File: src/rtl/qmix_pkg.sv
package qmix_pkg;
  localparam logic [31:0] QM_COS_START = 32'hC000_0000;
  localparam logic [31:0] QM_SIN_START = 32'h0000_0000;

  // ones in a 4-bit group
  function automatic logic [2:0] nib_pop(input logic [3:0] n);
    nib_pop = 3'(n[0]) + 3'(n[1]) + 3'(n[2]) + 3'(n[3]);
  endfunction

  // weight-2 share of a nibble popcount
  function automatic logic [1:0] pop_twos(input logic [2:0] p);
    pop_twos = p[2:1];
  endfunction

  // weight-1 share of a nibble popcount
  function automatic logic pop_ones(input logic [2:0] p);
    pop_ones = p[0];
  endfunction
endpackage

File: src/rtl/qmix_nco.sv
module qmix_nco #(
  parameter int PW = 32,
  parameter logic [PW-1:0] START = '0
) (
  input  logic          clk,
  input  logic          rst,
  input  logic          load,
  input  logic [PW-1:0] step,
  output logic          lo_bit
);
  logic [PW-1:0] phase;

  always_ff @(posedge clk) begin
    if (rst || load) phase <= START;
    else             phase <= phase + step;
  end

  assign lo_bit = phase[PW-1];

  // a load puts the phase back at its start value
  assert_phase_start_R2: assert property (@(posedge clk) disable iff (rst)
    load |=> (phase == START));
  // without a load the phase moves by exactly one step
  assert_phase_step_R1: assert property (@(posedge clk) disable iff (rst)
    !load |=> (phase == $past(phase) + $past(step)));
endmodule

File: src/rtl/qmix_tally.sv
module qmix_tally
  import qmix_pkg::*;
#(
  parameter int WW = 32,
  parameter int CW = 16
) (
  input  logic          clk,
  input  logic          rst,
  input  logic          mix_bit,
  input  logic          word_done,
  output logic [CW-1:0] cnt_two,
  output logic [CW-1:0] cnt_one
);
  localparam int NN = WW / 4;

  logic [WW-2:0] hist;
  logic [WW-1:0] word;
  logic [2:0]    pops [NN];
  logic [CW-1:0] dec_two, dec_one, pop_total;

  assign word = {hist, mix_bit};

  generate
    for (genvar n = 0; n < NN; n++) begin : g_nib
      assign pops[n] = nib_pop(word[4*n+3 : 4*n]);
    end
  endgenerate

  always_comb begin
    dec_two   = '0;
    dec_one   = '0;
    pop_total = '0;
    for (int n = 0; n < NN; n++) begin
      dec_two   = dec_two + CW'(pop_twos(pops[n]));
      dec_one   = dec_one + CW'(pop_ones(pops[n]));
      pop_total = pop_total + CW'(pops[n]);
    end
  end

  always_ff @(posedge clk) begin
    if (rst) begin
      hist    <= '0;
      cnt_two <= '0;
      cnt_one <= '0;
    end else begin
      hist <= {hist[WW-3:0], mix_bit};
      if (word_done) begin
        cnt_two <= cnt_two - dec_two;
        cnt_one <= cnt_one - dec_one;
      end
    end
  end

  // counters are frozen between word completions
  assert_hold_R5: assert property (@(posedge clk) disable iff (rst)
    !word_done |=> ($stable(cnt_two) && $stable(cnt_one)));
  // the weighted fall of the pair equals the word's popcount
  assert_weighted_fall_R4: assert property (@(posedge clk) disable iff (rst)
    word_done |=> ((CW'(($past(cnt_two) - cnt_two) << 1) + CW'($past(cnt_one) - cnt_one))
                   == $past(pop_total)));
endmodule

File: src/rtl/qmix_tune.sv
module qmix_tune #(
  parameter int PW = 32,
  parameter logic [PW-1:0] INIT_STEP = '0
) (
  input  logic          clk,
  input  logic          rst,
  input  logic          boundary,
  input  logic          tune_we,
  input  logic [PW-1:0] tune_step,
  output logic [PW-1:0] step,
  output logic          load
);
  logic          pend;
  logic [PW-1:0] pend_step;

  assign load = boundary && pend;

  always_ff @(posedge clk) begin
    if (rst) begin
      pend      <= 1'b0;
      pend_step <= '0;
      step      <= INIT_STEP;
    end else begin
      if (load)    step <= pend_step;
      if (tune_we) begin
        pend      <= 1'b1;
        pend_step <= tune_step;
      end else if (load) begin
        pend <= 1'b0;
      end
    end
  end

  // the step moves only on a word-completing edge
  assert_step_at_boundary_R8: assert property (@(posedge clk) disable iff (rst)
    !boundary |=> $stable(step));
  // a write never lands in the same cycle it arrives
  assert_write_deferred_R8: assert property (@(posedge clk) disable iff (rst)
    (tune_we && !load) |=> $stable(step));
endmodule

File: src/rtl/onebit_qmix.sv
module onebit_qmix
  import qmix_pkg::*;
#(
  parameter int PW = 32,
  parameter int WW = 32,
  parameter int CW = 16,
  parameter logic [31:0] INIT_STEP = 32'h1000_0000
) (
  input  logic          clk,
  input  logic          rst,
  input  logic          rf_bit,
  input  logic          tune_we,
  input  logic [31:0]   tune_step,
  input  logic          snap,
  output logic          snap_vld,
  output logic [31:0]   snap_i,
  output logic [31:0]   snap_q
);
  localparam int POS_W = $clog2(WW);
  localparam int SW    = 2 * CW;

  logic [POS_W-1:0] pos;
  logic             word_done;
  logic             load;
  logic [PW-1:0]    step;
  logic             lo_bit  [2];
  logic             mix_bit [2];
  logic [CW-1:0]    c_two   [2];
  logic [CW-1:0]    c_one   [2];

  always_ff @(posedge clk) begin
    if (rst) pos <= '0;
    else     pos <= (pos == POS_W'(WW - 1)) ? '0 : pos + 1'b1;
  end
  assign word_done = (pos == POS_W'(WW - 1));

  qmix_tune #(.PW(PW), .INIT_STEP(PW'(INIT_STEP))) u_tune (
    .clk(clk), .rst(rst), .boundary(word_done), .tune_we(tune_we),
    .tune_step(PW'(tune_step)), .step(step), .load(load)
  );

  // channel 0 = I (cosine), channel 1 = Q (sine)
  generate
    for (genvar ch = 0; ch < 2; ch++) begin : g_ch
      localparam logic [PW-1:0] START = (ch == 0) ? PW'(QM_COS_START) : PW'(QM_SIN_START);
      qmix_nco #(.PW(PW), .START(START)) u_nco (
        .clk(clk), .rst(rst), .load(load), .step(step), .lo_bit(lo_bit[ch])
      );
      assign mix_bit[ch] = rf_bit ^ lo_bit[ch];
      qmix_tally #(.WW(WW), .CW(CW)) u_tally (
        .clk(clk), .rst(rst), .mix_bit(mix_bit[ch]), .word_done(word_done),
        .cnt_two(c_two[ch]), .cnt_one(c_one[ch])
      );
    end
  endgenerate

  always_ff @(posedge clk) begin
    if (rst) begin
      snap_vld <= 1'b0;
      snap_i   <= '0;
      snap_q   <= '0;
    end else begin
      snap_vld <= snap;
      if (snap) begin
        snap_i <= 32'({c_two[0], c_one[0]});
        snap_q <= 32'({c_two[1], c_one[1]});
      end
    end
  end

  // one valid cycle per strobe
  assert_vld_follows_R6: assert property (@(posedge clk) disable iff (rst)
    snap |=> snap_vld);
  assert_vld_quiet_R6: assert property (@(posedge clk) disable iff (rst)
    !snap |=> !snap_vld);
  // both channel words come from the same edge
  assert_same_edge_R7: assert property (@(posedge clk) disable iff (rst)
    snap |=> (snap_i == 32'($past({c_two[0], c_one[0]})) &&
              snap_q == 32'($past({c_two[1], c_one[1]}))));
  // snapshot words hold while no strobe arrives
  assert_snap_hold_R6: assert property (@(posedge clk) disable iff (rst)
    !snap |=> ($stable(snap_i) && $stable(snap_q)));

  initial begin
    assert_geometry_R3: assert (WW % 4 == 0 && WW >= 8 && SW == 32);
  end
endmodule

File: config.mk
export PLATFORM = sky130hd
export DESIGN_NAME = onebit_qmix
export DESIGN_NICKNAME = d
export VERILOG_FILES = /design/src/rtl/qmix_pkg.sv /design/src/rtl/qmix_nco.sv /design/src/rtl/qmix_tally.sv /design/src/rtl/qmix_tune.sv /design/src/rtl/onebit_qmix.sv
export SDC_FILE = /design/constraint.sdc
export NUM_CORES = 1
export LEC_CHECK = 0
export BUFFER_PORTS_ARGS = -buffer_cell sky130_fd_sc_hd__buf_4
export CORE_MARGIN = 10
export CORE_UTILIZATION = 56
export CTS_CLUSTER_DIAMETER = 80
export DETAILED_ROUTE_END_ITERATION = 16
export GPL_TIMING_DRIVEN = 0
export PLACE_DENSITY = 0.81
export REMOVE_ABC_BUFFERS = 1
export SLEW_MARGIN = 10
export SYNTH_ARGS = -nofsm -noshare
export SYNTH_HDL_FRONTEND = slang
export SYNTH_SLANG_ARGS = --single-unit
File: constraint.sdc
create_clock -name clk -period 5.6 [get_ports clk]
set_input_delay 0 -clock clk [delete_from_list [all_inputs] [get_ports clk]]
set_output_delay 0 -clock clk [all_outputs]
set_load 0.02 [all_outputs]
==> summary.txt, run 1 <==
Run status
  – Status: finished with violations
  – Failing checks: hold timing

Run
  – Max Cap Viol: 0

CTS
  – CTS sink count: roughly 330
  – CTS tree: built
  – CTS buffer count: 36
  – CTS Root Buffer Type: clkbuf_16
  – Register clock-pin slew on the reported worst setup and hold paths: 0.06 ns
  – Number of H-tree levels: 2
  – CTS Buffer Depth: 3
  – Clk_lat worst skew: between 0.5 and 0.6 ns

Worst hold path
  – WHS Path Cells: 2
  – Worst Min Path Start: rst
  – WHS Endpoint: u_tune.pend_step[22]
  – Worst Hold Class: in -> reg

Power
  – Worst vdd ir: between 200 and 250 uV
  – Seq pwr share: 0.441
  – Power Dens Cells: approximately 270 nW/um^2
  – Leak: 0.00900 uW
  – Switch share: 0.210
  – Clock share of power: 0.501
  – Pint: approximately 4200 uW
  – Combinational Power Share: 0.058
  – Sw Pwr: between 1000 and 1500 uW

Worst setup path
  – FF-to-FF setup slack: 0.15 ns
  – WP data arrival: 5.84 ns
  – Startpoint Class: register
  – Worst R2R End: g_ch[1].u_tally.cnt_two[9]
  – Critical path class: reg -> reg
  – CP max-delay cell: fa_1
  – Worst-path cell chain: xor2_1, ha_1, inv_1, fa_2, inv_2, ha_4, ha_2, fa_2, fa_1, inv_1, fa_1, inv_1, fa_1, inv_2, ha_1, nor2b_2, o21ai_2, a21boi_1, o21ai_2, nand3_4, or3_1, xor2_1, nor2_1
  – Slowest stage delay, CP: 0.52 ns
  – Crit. End Element: register
  – CP required: about 6.0 ns
  – CP startpoint: g_ch[1].u_nco.phase[31]
  – RR Startpoint: g_ch[1].u_nco.phase[31]
  – R2R depth: 23
  – Critical Path Fanout Max: 5

Timing
  – Final slew viol count: 0
  – Max Freq: roughly 180 MHz
  – Worst-Margin Slew: between 1 and 1.5 ns
  – Final worst setup slack: between 0.1 and 0.15 ns
  – Final Setup Violations: 0
  – Crit share post-route: 0.974
  – Hold Slack: -0.0246 ns
  – Crit path time final: roughly 5.5 ns
  – Slew HR: 0.260
  – Final hold viol count: 14
  – Setup Skew: 0.0163 ns

Place
  – Setup WS pre-CTS: -0.189 ns
  – GPL Wtd Cong: around 0.91
  – Port bufs: ~100
  – DP Wirelength: roughly 24000 um

Logic synthesis
  – Post-synth EDFFs: 0
  – Synth area leaders: dfxtp_1, ha_1, fa_1
  – Most used DFF post-synth: dfxtp_1
  – Post-Synthesis Cell Area: around 17000 um^2
  – Async SR Flop Fraction: 0
  – Syn_area_per_cell: approximately 9 um^2
  – Synth Instances: ~1800
  – Synth warn: 0
  – Flops & latches, synth: 325
  – Cell taking the most area after synthesis: dfxtp_1
  – Synth unique cells: 73
  – Seq/Total Area, Yosys: 0.387
  – Share of the synthesized area in the top cell type: 0.387

Global route
  – Initial antenna violation count: 0
  – Vias in the first global route: ~13000
  – GR Util All Layers: 0.192
  – Grt ovf: 0
  – First-pass GRT wire length: approximately 60000 um
  – Largest net degree at the start of global routing: about 140

Cells and area
  – N_diodes: 0
  – Area growth syn-to-layout: 18.0%
  – Layout Nets: between 2000 and 2500
  – Finished Core Util: 0.669
  – Share of cells above drive strength 1: 0.135

Route
  – DRC Markers: 0
  – Routed Antenna Nets: 0
  – Via density: around 5.4
  – Drt pass-1 iters: 4
  – Routed wire per std cell: about 15 um
  – Vias: 12690
  – 1st-iter DRT viols: roughly 560
  – Routed WL: between 30000 and 40000 um

Die
  – Io pins: 102
  – # rows: 63
  – Die Area: ~37000 um^2
  – Die Height: roughly 190 um
  – Starting density of the core: 0.567
  – Die width: roughly 190 um
  – Core Region: 29600 um^2
[kinds of logic (layout without fill, tap and decap cells)]
group                    Yosys count  count (layout)  share of synthesized area
AO/OA/AOI/OAI                    269             269                      0.104
adder cells (fa/ha/maj)          194             194                      0.175
multiplexers                     105             105                     0.0626
XOR/XNOR                          92              92                     0.0480
buffers and inverters            257             410                     0.0661
AND/OR/NAND/NOR                  574             574                      0.157
flip-flops                       325             325                      0.387
[cell usage after synthesis, drive strengths merged (14+ instances only)]
library cell / instances
fa: 68
inv: 179
a21o: 31
xor2: 41
clkbuf: 62
nor2b: 48
a21oi: 105
nand3: 17
nand4: 18
o21ai: 55
nand2: 121
nor4: 14
nor2: 264
dfxtp: 325
xnor2: 51
mux2i: 105
nor3: 27
ha: 126
[what timing repair did]
item / CTS / global route
hold endpoints to repair: 34 / 0
gates resized for setup: 26 / 32
buffers inserted: 18 / 6
endpoints found under the setup margin: 21 / 28
cloned: 0 / 0
pin swaps: 17 / 27
hold buffers: 39 / 0
[area by class of cell]
type | instances | area [um^2]
clock buffer | 51 | 1050
sequential | 325 | 6510
timing repair buffer | 166 | 1380
fill | 2272 | 9810
multi-input combinational | 1234 | 9410
tap | 390 | 488
clock inverter | 14 | 307
inverter | 179 | 672
[critical path, delay by kind of cell (launching register included)]
kind,cells,cell delay [ns]
AOI/OAI and AO/OA,3,0.49
xor gates and xnor gates,2,0.30
buffers and inverters,5,0.30
DFF,1,0.32
adders and majority gates,9,3.19
and+or+nand+nor,4,0.71
[metrics by stage]
stage,cells,power [uW],TNS (ns),area [um^2]
after global routing,2359,5500,-0.189,19800
after CTS,2353,5350,0,19600
after detailed placement,2231,2650,-1.47,17700
after global placement,2229,2630,-1.63,17600
after floorplan,1738,2540,0,16400
final,2359,5320,0,19800
[metal layers]
metal / up-vias / part of all wire / track usage / routed length (um)
li1: 6289 / - / - / -
met1: 6046 / 0.42 / 0.227 / 15300
met2: 267 / 0.50 / 0.345 / 18100
met3: 88 / 0.048 / 0.0304 / 1740
met4: 0 / 0.032 / 0.0672 / 1150
met5: - / 0 / 0 / 0
[state kept, by name, summed over array words and instances, names as in the netlist]
register and count:
u_tune.pend_step 32, u_tune.step 32, pos 5, snap_i 32, g_ch.u_tally.hist 62, u_tune.pend 1
g_ch.u_tally.cnt_two 32, g_ch.u_tally.cnt_one 32, snap_vld 1, g_ch.u_nco.phase 64, snap_q 32
[worst max-delay path by stage]
stage / end / slack [ns] / cells past startpoint
finish: g_ch[1].u_tally.cnt_two[9] / 0.15 / 23
global route: g_ch[1].u_tally.cnt_two[3] / -0.06 / 28
CTS: g_ch[0].u_tally.cnt_two[9] / 0.0004 / 23
detailed placement: g_ch[0].u_tally.cnt_two[9] / -0.19 / 23
global placement: g_ch[0].u_nco.phase[31] / -0.46 / 9
floorplan: g_ch[0].u_tally.cnt_two[6] / 0.28 / 22
[power by group through the flow]
stage / clock network, uW / logic, uW / registers (uW)
floorplan: 0 / 145 / 2400
global placement: 0 / 235 / 2400
detailed placement: 0 / 251 / 2400
CTS: 2710 / 294 / 2350
global route: 2800 / 345 / 2350
finish: 2660 / 309 / 2350
[cell usage in the layout, fill, tap and decap left out, types with 5 or more instances in the layout]
cell / n
dfxtp_1: 323
o21ai_0: 45
inv_2: 5
xor2_1: 40
nor2_1: 263
clkbuf_16: 37
clkbuf_1: 7
inv_1: 174
and3_1: 5
nand2b_1: 9
a21oi_1: 100
nand4_1: 18
fa_2: 5
a211oi_1: 10
a31oi_1: 9
bufinv_16: 9
o31ai_1: 5
nor3_1: 20
or3_1: 11
nand2_1: 116
nor4_1: 11
o21a_1: 9
o211ai_1: 6
a21o_1: 29
nand3_1: 16
nand2_2: 5
fa_1: 63
clkbuf_8: 7
nor2b_1: 45
buf_4: 124
and4_1: 5
ha_1: 120
nor3_2: 7
o21ai_2: 7
mux2i_1: 105
xnor2_1: 51
dlygate4sd3_1: 39
nor3b_1: 5
o21bai_1: 6
and2_1: 6
Note: power is estimated with default switching activity, not from simulation.
==> inputs of run 2 (changes only) <==
Settings changed: ABC_AREA from default to 1.
==> run 2 against run 1 <==
The flow now finishes without violations; first-iteration DRC count up 87%; wire length up 22%; power down 2.2%; flip-flop and latch count unchanged; core utilization down 0.69 points; final cell count up 35%; sequential share of layout area down 1.9 points; fmax up 1.7%; combinational power up 28%; critical path depth up 3; area after synthesis up 8.4%; non-clock buffer count down 11; largest power group unchanged; highest routed layer unchanged.
==> summary.txt, run 2 <==
Cells and area
  – Largest register FFs: 64 (unchanged)
  – Share of cells above drive strength 1: 0.0669 (was 0.135)
  – Final Cell Area: 21100 um^2 (was 19800 um^2)
  – Largest registers: g_ch.u_nco.phase x64, g_ch.u_tally.hist x62 (unchanged)
  – Reg with most FFs: g_ch.u_nco.phase (unchanged)
  – Layout Nets: 2955 (was 2173)
  – Most common cell after layout, fill and taps aside: nand2_1 (was dfxtp_1)
  – N_diodes: 0 (unchanged)
  – Most frequent cells in the layout: nand2_1, inv_1, nor2_1 (was dfxtp_1, nor2_1, inv_1)
  – Area growth syn-to-layout: 15.6% (was 18.0%)

Die
  – # rows: 65 (was 63)
  – Die Area: 40100 um^2 (was 37300 um^2)
  – Die width: 200 um (was 193 um)
  – Die Height: 200 um (was 193 um)
  – Io pins: 102 (unchanged)
  – Starting density of the core: 0.573 (was 0.567)
  – Core Region: 31800 um^2 (was 29600 um^2)

Worst setup path
  – WP data arrival: 5.74 ns (was 5.84 ns)
  – CP required: 5.98 ns (was 5.99 ns)
  – RR Startpoint: g_ch[0].u_nco.phase[31] (was g_ch[1].u_nco.phase[31])
  – WP buf/inv: 6 (was 5)
  – CP startpoint: g_ch[0].u_nco.phase[31] (was g_ch[1].u_nco.phase[31])
  – Critical Path Fanout Max: 4 (was 5)
  – Crit. End Element: register (unchanged)
  – CP max-delay cell: fa_1 (unchanged)
  – R2R depth: 26 (was 23)
  – Slowest stage delay, CP: 0.53 ns (was 0.52 ns)
  – Critical path class: reg -> reg (unchanged)
  – FF-to-FF setup slack: 0.24 ns (was 0.15 ns)
  – Startpoint Class: register (unchanged)
  – Worst R2R End: g_ch[0].u_tally.cnt_two[10] (was g_ch[1].u_tally.cnt_two[9])
  – Family with the most delay on the worst path: adder cells (unchanged)

Place
  – GPL Wtd Cong: 0.953 (was 0.913)
  – Placed Area: 19300 um^2 (was 17700 um^2)
  – Setup WS pre-CTS: 0.123 ns (was -0.189 ns)
  – DP Wirelength: 32200 um (was 24000 um)
  – Port bufs: 101 (unchanged)

Route
  – Routed WL: 44500 um (was 36300 um)
  – Vias: 16136 (was 12690)
  – 1st-iter DRT viols: 1044 (was 557)
  – Routed Antenna Nets: 0 (unchanged)
  – Drt pass-1 iters: 8 (was 4)
  – Routed wire per std cell: 14.0 um (was 15.4 um)
  – DRC Markers: 0 (unchanged)
  – Via density: 5.07 (was 5.38)

Global route
  – Largest net degree at the start of global routing: 121 (was 137)
  – Vias in the first global route: 15969 (was 13001)
  – Initial antenna violation count: 0 (unchanged)
  – First-pass GRT wire length: 74400 um (was 60200 um)
  – Grt ovf: 0 (unchanged)
  – GR Util All Layers: 0.217 (was 0.192)

Worst hold path
  – Worst Hold Class: in -> reg (unchanged)
  – WHS Path Cells: 2 (unchanged)
  – Worst Min Path Start: rst (unchanged)
  – WHS Endpoint: g_ch[0].u_tally.cnt_two[5] (was u_tune.pend_step[22])

Logic synthesis
  – Count leader, synth: nand2_1 (was dfxtp_1)
  – Synth cell count leaders: nand2_1, inv_1, nor2_1 (was dfxtp_1, nor2_1, inv_1)
  – Seq/Total Area, Yosys: 0.357 (was 0.387)
  – Post-synth EDFFs: 0 (unchanged)
  – Share of the synthesized area in the top cell type: 0.357 (was 0.387)
  – Synth Instances: 2594 (was 1816)
  – Syn_area_per_cell: 7.02 um^2 (was 9.25 um^2)
  – Cell taking the most area after synthesis: dfxtp_1 (unchanged)
  – Post-Synthesis Cell Area: 18200 um^2 (was 16800 um^2)
  – Most used DFF post-synth: dfxtp_1 (unchanged)
  – Async SR Flop Fraction: 0 (unchanged)
  – Flops & latches, synth: 325 (unchanged)
  – Synth area leaders: dfxtp_1, nand2_1, inv_1 (was dfxtp_1, ha_1, fa_1)
  – Synth warn: 0 (unchanged)
  – Synth unique cells: 33 (was 73)

Power
  – Worst vdd ir: 261 uV (was 237 uV)
  – Leak: 0.0105 uW (was 0.00900 uW)
  – Power Dens Cells: 247 nW/um^2 (was 268 nW/um^2)

Timing
  – Crit share post-route: 0.958 (was 0.974)
  – TNS Setup: 0 ns (unchanged)
  – Final hold viol count: 0 (was 14)
  – Max Freq: 186 MHz (was 183 MHz)
  – Crit path time final: 5.36 ns (was 5.45 ns)
  – Hold Slack: 0.103 ns (was -0.0246 ns)
  – Final worst setup slack: 0.237 ns (was 0.147 ns)
  – Setup Skew: 0.0246 ns (was 0.0163 ns)
  – Final Setup Violations: 0 (unchanged)
  – Slew HR: 0.159 (was 0.260)
  – Final slew viol count: 0 (unchanged)
  – Worst-Margin Slew: 1.26 ns (was 1.11 ns)

CTS
  – Post-CTS Setup Repair Bufs: 0 (was 18)
  – CTS buffer count: 36 (unchanged)
  – CTS sink count: 325 (unchanged)
  – Clk_lat worst skew: 0.54 ns (was 0.52 ns)
  – CTS Root Buffer Type: clkbuf_16 (unchanged)
  – Number of H-tree levels: 2 (unchanged)
  – CTS Buffer Depth: 3 (unchanged)
  – Register clock-pin slew on the reported worst setup and hold paths: 0.06 ns (about the same)
  – CTS tree: built (unchanged)

Run
  – Max Cap Viol: 0 (unchanged)

Run status
  – Status: completed (was finished with violations)
[run 2: how the worst max path moves through the flow]
stage                                        endpoint  cells after the start
after floorplan           g_ch[0].u_tally.cnt_two[10]                     26
after global placement                         pos[3]                      5
after detailed placement  g_ch[0].u_tally.cnt_two[10]                     26
after CTS                 g_ch[0].u_tally.cnt_two[10]                     26
after global routing      g_ch[0].u_tally.cnt_two[14]                     26
final                     g_ch[0].u_tally.cnt_two[10]                     26
[run 2: where the power goes]
part / leakage, uW / total [uW] / switching [uW] / internal, uW
Sequential: 0.00264 / 2380 / 22.8 / 2360
Combinational: 0.00723 / 396 / 239 / 157
Clock: 0.000595 / 2430 / 975 / 1450
[run 2: logic make-up (layout without fill, tap and decap cells)]
family | Yosys count | count (layout) | synth area share
simple gates | 1088 | 1088 | 0.240
xor+xnor | 30 | 30 | 0.0144
fa+ha+maj | 194 | 194 | 0.161
compound gates | 367 | 367 | 0.104
flops | 325 | 325 | 0.357
buf+inv | 590 | 745 | 0.123
[run 2: worst register-to-register path, cell delays in order, from the launching register on]
cell and delay (ns):
dfxtp_1 0.33, or2_2 0.31, nand2_1 0.07, ha_1 0.11, inv_1 0.04, fa_1 0.35, inv_1 0.06, ha_1 0.22
ha_1 0.19, fa_1 0.46, fa_1 0.49, inv_1 0.05, fa_1 0.48, inv_1 0.06, fa_1 0.53, inv_1 0.07
fa_1 0.44, nand2_1 0.08, inv_1 0.06, nand2_1 0.08, nand2_1 0.08, nand2_2 0.13, nand2_4 0.10, nor2_4 0.10
nand3_1 0.10, xor2_1 0.15, nor2_1 0.06
[run 2: timing repair]
item,in CTS,in global routing
gates resized for setup,0,8
endpoints found under the hold margin,35,0
hold buffers,53,0
setup endpoints to repair,0,5
[run 2: routing by layer]
metal  vias to the layer above  GRT usage  share of wire
li1                       8255          -              -
met3                        87     0.0272          0.046
met5                         -          0              0
met2                       365      0.384           0.48
met4                         0     0.0733          0.028
met1                      7429      0.267           0.44
[run 2: cell type report]
class,instances,area (um^2)
repair buffers,155,1320
fillers,2620,10700
inverters,527,1980
clock inverters,12,170
clock buffers,51,1050
well taps,435,544
multi-input cells,1679,9490
flip-flops and latches,325,6510
[run 2: through the flow]
stage | cells | power [uW] | util
after CTS | 3184 | 5240 | 0.661
after global placement | 3067 | 2780 | 0.605
after detailed placement | 3068 | 2790 | 0.606
final | 3184 | 5200 | 0.662
after global routing | 3184 | 5390 | 0.662
after floorplan | 2531 | 2640 | -
